`src/rtl/opres_pkg.sv`:
```
package opres_pkg;

  typedef enum logic [1:0] {
    AM_REG = 2'b00,
    AM_DIR = 2'b01,
    AM_IND = 2'b10,
    AM_RSV = 2'b11
  } amode_e;

endpackage

```
`src/rtl/opres_bank_map.sv`:
```
module opres_bank_map #(
  parameter int ADDR_W = 8,
  parameter int BANK_W = 2,
  parameter int IDX_W  = 3
) (
  input  logic [BANK_W-1:0] bank,
  input  logic [IDX_W-1:0]  idx,
  output logic [ADDR_W-1:0] addr
);
  localparam int PAD_W = ADDR_W - BANK_W - IDX_W;

  generate
    if (PAD_W > 0) begin : g_pad
      assign addr = {{PAD_W{1'b0}}, bank, idx};
    end else begin : g_nopad
      assign addr = {bank, idx};
    end
  endgenerate
endmodule

```
`src/rtl/opres_direct_class.sv`:
```
module opres_direct_class #(
  parameter int ADDR_W = 8
) (
  input  logic [ADDR_W-1:0] addr,
  output logic              is_sfr
);
  localparam logic [ADDR_W-1:0] SFR_BASE = ADDR_W'(1) << (ADDR_W - 1);

  assign is_sfr = (addr >= SFR_BASE);
endmodule

```
`src/rtl/opres_ptr_pick.sv`:
```
module opres_ptr_pick #(
  parameter int ADDR_W = 8
) (
  input  logic              which,
  input  logic [ADDR_W-1:0] r0,
  input  logic [ADDR_W-1:0] r1,
  output logic [ADDR_W-1:0] ptr
);
  assign ptr = which ? r1 : r0;
endmodule

```
`src/rtl/opnd_target_resolver.sv`:
```
module opnd_target_resolver #(
  parameter int ADDR_W = 8,
  parameter int BANK_W = 2,
  parameter int IDX_W  = 3
) (
  input  logic              clk,
  input  logic              rst,
  input  logic              req_valid,
  input  logic [1:0]        req_mode,
  input  logic [ADDR_W-1:0] req_operand,
  input  logic [BANK_W-1:0] bank_sel,
  input  logic [ADDR_W-1:0] ptr_r0,
  input  logic [ADDR_W-1:0] ptr_r1,
  output logic              out_valid,
  output logic [ADDR_W-1:0] tgt_addr,
  output logic              ram_sel,
  output logic              sfr_sel
);
  import opres_pkg::*;

  amode_e            mode;
  logic [ADDR_W-1:0] rn_addr;
  logic [ADDR_W-1:0] ind_addr;
  logic              dir_is_sfr;
  logic              nxt_ok;
  logic [ADDR_W-1:0] nxt_addr;
  logic              nxt_ram;
  logic              nxt_sfr;

  assign mode = amode_e'(req_mode);

  opres_bank_map #(.ADDR_W(ADDR_W), .BANK_W(BANK_W), .IDX_W(IDX_W)) u_bank (
    .bank (bank_sel),
    .idx  (req_operand[IDX_W-1:0]),
    .addr (rn_addr)
  );

  opres_direct_class #(.ADDR_W(ADDR_W)) u_dir (
    .addr   (req_operand),
    .is_sfr (dir_is_sfr)
  );

  opres_ptr_pick #(.ADDR_W(ADDR_W)) u_ptr (
    .which (req_operand[0]),
    .r0    (ptr_r0),
    .r1    (ptr_r1),
    .ptr   (ind_addr)
  );

  always_comb begin
    nxt_ok   = 1'b0;
    nxt_addr = '0;
    nxt_ram  = 1'b0;
    nxt_sfr  = 1'b0;
    unique case (mode)
      AM_REG: begin
        nxt_ok   = 1'b1;
        nxt_addr = rn_addr;
        nxt_ram  = 1'b1;
      end
      AM_DIR: begin
        nxt_ok   = 1'b1;
        nxt_addr = req_operand;
        nxt_ram  = ~dir_is_sfr;
        nxt_sfr  = dir_is_sfr;
      end
      AM_IND: begin
        nxt_ok   = 1'b1;
        nxt_addr = ind_addr;
        nxt_ram  = 1'b1;
      end
      default: begin
        nxt_ok = 1'b0;
      end
    endcase
  end

  always_ff @(posedge clk) begin
    if (rst) begin
      out_valid <= 1'b0;
      tgt_addr  <= '0;
      ram_sel   <= 1'b0;
      sfr_sel   <= 1'b0;
    end else if (req_valid && nxt_ok) begin
      out_valid <= 1'b1;
      tgt_addr  <= nxt_addr;
      ram_sel   <= nxt_ram;
      sfr_sel   <= nxt_sfr;
    end else begin
      out_valid <= 1'b0;
      tgt_addr  <= '0;
      ram_sel   <= 1'b0;
      sfr_sel   <= 1'b0;
    end
  end

  // Exactly one target selected for every result.
  p_onehot_sel_r8: assert property (@(posedge clk) disable iff (rst)
    out_valid |-> ($countones({ram_sel, sfr_sel}) == 1));

  // Idle cycles carry no target.
  p_idle_clear_r8: assert property (@(posedge clk) disable iff (rst)
    !out_valid |-> (!ram_sel && !sfr_sel && tgt_addr == '0));

  // One-cycle latency for every accepted mode.
  p_latency_r7: assert property (@(posedge clk) disable iff (rst)
    (req_valid && req_mode != 2'b11) |=> out_valid);

  // Reserved mode yields nothing.
  p_reserved_r9: assert property (@(posedge clk) disable iff (rst)
    (req_valid && req_mode == 2'b11) |=> !out_valid);

  // Register operands land in the active bank.
  p_bank_reloc_r3: assert property (@(posedge clk) disable iff (rst)
    (req_valid && req_mode == 2'b00) |=>
      (ram_sel && tgt_addr == ADDR_W'({$past(bank_sel), $past(req_operand[IDX_W-1:0])})));

  // Indirect access always reaches RAM.
  p_indirect_ram_r6: assert property (@(posedge clk) disable iff (rst)
    (req_valid && req_mode == 2'b10) |=> (ram_sel && !sfr_sel));

  // Direct upper half goes to SFRs; lower half to RAM.
  p_direct_split_r5: assert property (@(posedge clk) disable iff (rst)
    (req_valid && req_mode == 2'b01) |=> (sfr_sel == tgt_addr[ADDR_W-1]));
endmodule

```
`config.mk`:
```
export PLATFORM = sky130hd
export DESIGN_NAME = opnd_target_resolver
export DESIGN_NICKNAME = d
export VERILOG_FILES = /design/src/rtl/opres_pkg.sv /design/src/rtl/opres_bank_map.sv /design/src/rtl/opres_direct_class.sv /design/src/rtl/opres_ptr_pick.sv /design/src/rtl/opnd_target_resolver.sv
export SDC_FILE = /design/constraint.sdc
export NUM_CORES = 1
export LEC_CHECK = 0
export ABC_CLOCK_PERIOD_IN_PS = 1000
export BUFFER_PORTS_ARGS = -buffer_cell sky130_fd_sc_hd__buf_2
export CAP_MARGIN = 0
export CORE_UTILIZATION = 35
export DETAILED_ROUTE_END_ITERATION = 8
export GPL_TIMING_DRIVEN = 0
export MAX_ROUTING_LAYER = met4
export PLACE_DENSITY = 0.75
export RECOVER_POWER = 50
export SLEW_MARGIN = 20
export SYNTH_ARGS = -nofsm -noshare
export SYNTH_HDL_FRONTEND = slang
export SYNTH_SLANG_ARGS = --single-unit
export TNS_END_PERCENT = 50
```
`constraint.sdc`:
```
create_clock -name clk -period 1 [get_ports clk]
set_clock_uncertainty 0.05 [all_clocks]
set_input_delay 0.1 -clock clk [delete_from_list [all_inputs] [get_ports clk]]
set_output_delay 0.1 -clock clk [all_outputs]
set_load 0.03 [all_outputs]
```
==> reports/metrics.cfg <==
[synthesis]
syn_area_um2=488.0
synth-compound-area-share_pct=13.85
ys_warn_count=0
synth_top_area_cell=dfxtp_1
yosysMostFrequentCell=dfxtp_1
synthSimpleGateAreaFrac_pct=15.90
synthAdderAreaFrac_pct=0
ys_seq_area_share_pct=45.13
synth-seq-cells=11
synth_top_family_by_area=multiplexers
syn-num-nets=77
synth_flop_cell=dfxtp_1
synthXorXnorAreaFrac_pct=0
synth_edf_count=0
synth.avg_cell_area_um2=10.61
synth_cell_types=16
synth.area.mux_share_pct=18.46
syn-instance-count=46
synth_commonest_cells=dfxtp_1, mux2i_1, o22ai_1
synthDominantCellAreaShare_pct=45.13
synthArstFlopShare_pct=0
synth_area_leaders=dfxtp_1, mux2i_1, nand4bb_1, o22ai_1, o2bb2ai_1

[clock_network]
clkSlewWorstSetupHoldPaths_ns=0.07
clkSinkCount=11
cts_tree=built
cts_root_buf=clkbuf_4
cts_made_buffers=3
clk_path_buf_depth=2
cts_resized=0
htree_num_levels=1

[global_routing]
grt_pass1_wl_um=1435
overflow=0
antenna_found_initial=0
grt_max_degree=11
grt_pass1_vias=366
grtUsageTotal_pct=14.72

[critical_path]
cp.buffers_inverters=1
worstPathArrival_ns=0.77
start_kind=register
crit_start=tgt_addr[3]
max_stage_delay_ns=0.31
cp_slowest_cell=dfxtp_1
critPathMaxFanout=1
criticalPathCategory=register to output port
end_kind=output port
crit_family=flip-flops
cp.required_ns=0.85
crit_path_cell_trace=buf_2
cp_num_cells=1

[routing]
vias=510
first_iter_violations=1
wl_per_cell_um=10.02
routed_via_density=4.766
ant_nets=0
drtPass1Iterations=2
wirelength_um=1072
drc=0

[finish]
fill_cells=127
diodes=0
multiInputGateArea_um2=235.2
final_area_um2=748.2
synthToLayoutAreaGrowth_pct=53.33
layout-drive-gt1-share_pct=45.65
nNetsFinal=124
regArea_um2=220.2

[timing]
setup_tns_ns=0
setup_viol=0
rsz0062_at_grt=no
relSlewSlack_pct=61.08
tightest_slew_ns=0.5838
slew_violations=0
timing.final.crit_period_ns=0.9179
fin_crit_sh_pct=91.79
fmax_mhz=1089
hold_viol_final=0

[status]
outcome=complete, no violations

[worst_hold_path]
hold_path_depth=3
min-delay-start=req_operand[7]
hp-class=input port to register

[floorplanning]
dieWidth_um=39.34
rows=13
ios=42
die_height_um=39.34
start_util_pct=37.50
placeableCoreArea_um2=1301
dieArea_um2=1548

[place]
gp_congestion=0.6636
io_buffers=39
dpl.hpwl_um=827.1
dpl_cell_area_um2=701.9

[power]
power-per-cell-area_nw_per_um2=1272
peakVddDrop_v=0.0007999
leakage_nw=0.3927
totalPowerFinal_w=0.0009515

[flow_run]
drv_cap=0

-- state kept, by name, summed over array words and instances, names as in the netlist --
signal / cells
out_valid: 1
tgt_addr: 8
ram_sel: 1
sfr_sel: 1
-- logic make-up after synthesis --
kind of cell | count (synthesis)
flops | 11
compound gates | 10
simple gates | 10
mux | 9
buf+inv | 6
-- timing repair --
action	CTS	global route
setup buffers	0	0
endpoints found under the hold margin	3	0
hold buffers	3	0
-- metrics by stage --
step	instances	worst slack (ns)	utilization, %	hold WS [ns]
final	107	0.08209	57.50	0.02575
after global routing	107	0.04852	57.50	0.04034
after CTS	107	0.07540	58.27	0.02498
after detailed placement	100	0.09347	53.94	0.2578
after global placement	100	0.08963	53.94	0.2592
after floorplan	46	0.2241	-	0.1459
-- final cells by class --
cell class / count / share of cell area [%]
Buffer: 3 / 1.839
Clock buffer: 4 / 3.512
Inverter: 3 / 1.505
Multi-Input combinational cell: 29 / 31.44
Sequential cell: 11 / 29.43
Tap cell: 15 / 2.508
Timing Repair Buffer: 42 / 29.77
-- path summary, 6_finish.rpt --
check                         end  slack (ns)
worst max-delay path  tgt_addr[3]        0.08
worst min-delay path      sfr_sel        0.03
-- layout by cell type (no fill, tap or decap) --
cell / n
a21oi_1: 1
a31oi_1: 1
buf_2: 38
clkbuf_1: 4
clkbuf_2: 1
clkbuf_4: 3
dfxtp_1: 11
dlygate4sd3_1: 3
inv_1: 3
mux2i_1: 9
nand2b_1: 2
nand3b_1: 1
nand4bb_1: 3
nor2_1: 2
nor3b_1: 1
o21a_1: 1
o22ai_1: 5
o2bb2ai_1: 2
or3b_1: 1
-- power by group --
part / internal [W] / switching (W) / leakage [nW] / total [W]
sequential: 0.000455 / 0.00000341 / 0.0899 / 0.000459
clock: 0.000154 / 0.000144 / 0.0150 / 0.000298
combinational: 0.0000961 / 0.0000985 / 0.288 / 0.000195
-- layer usage --
| layer | track usage, % | vias to the layer above | share of wire, % |
|---|---|---|---|
| met5 | - | - | 0 |
| met3 | 6.250 | 2 | 9.1 |
| met4 | 10.34 | 0 | 0.93 |
| met2 | 22.92 | 28 | 48 |
| li1 | - | 260 | - |
| met1 | 14.83 | 220 | 42 |
(Power assumes the default switching activity.)
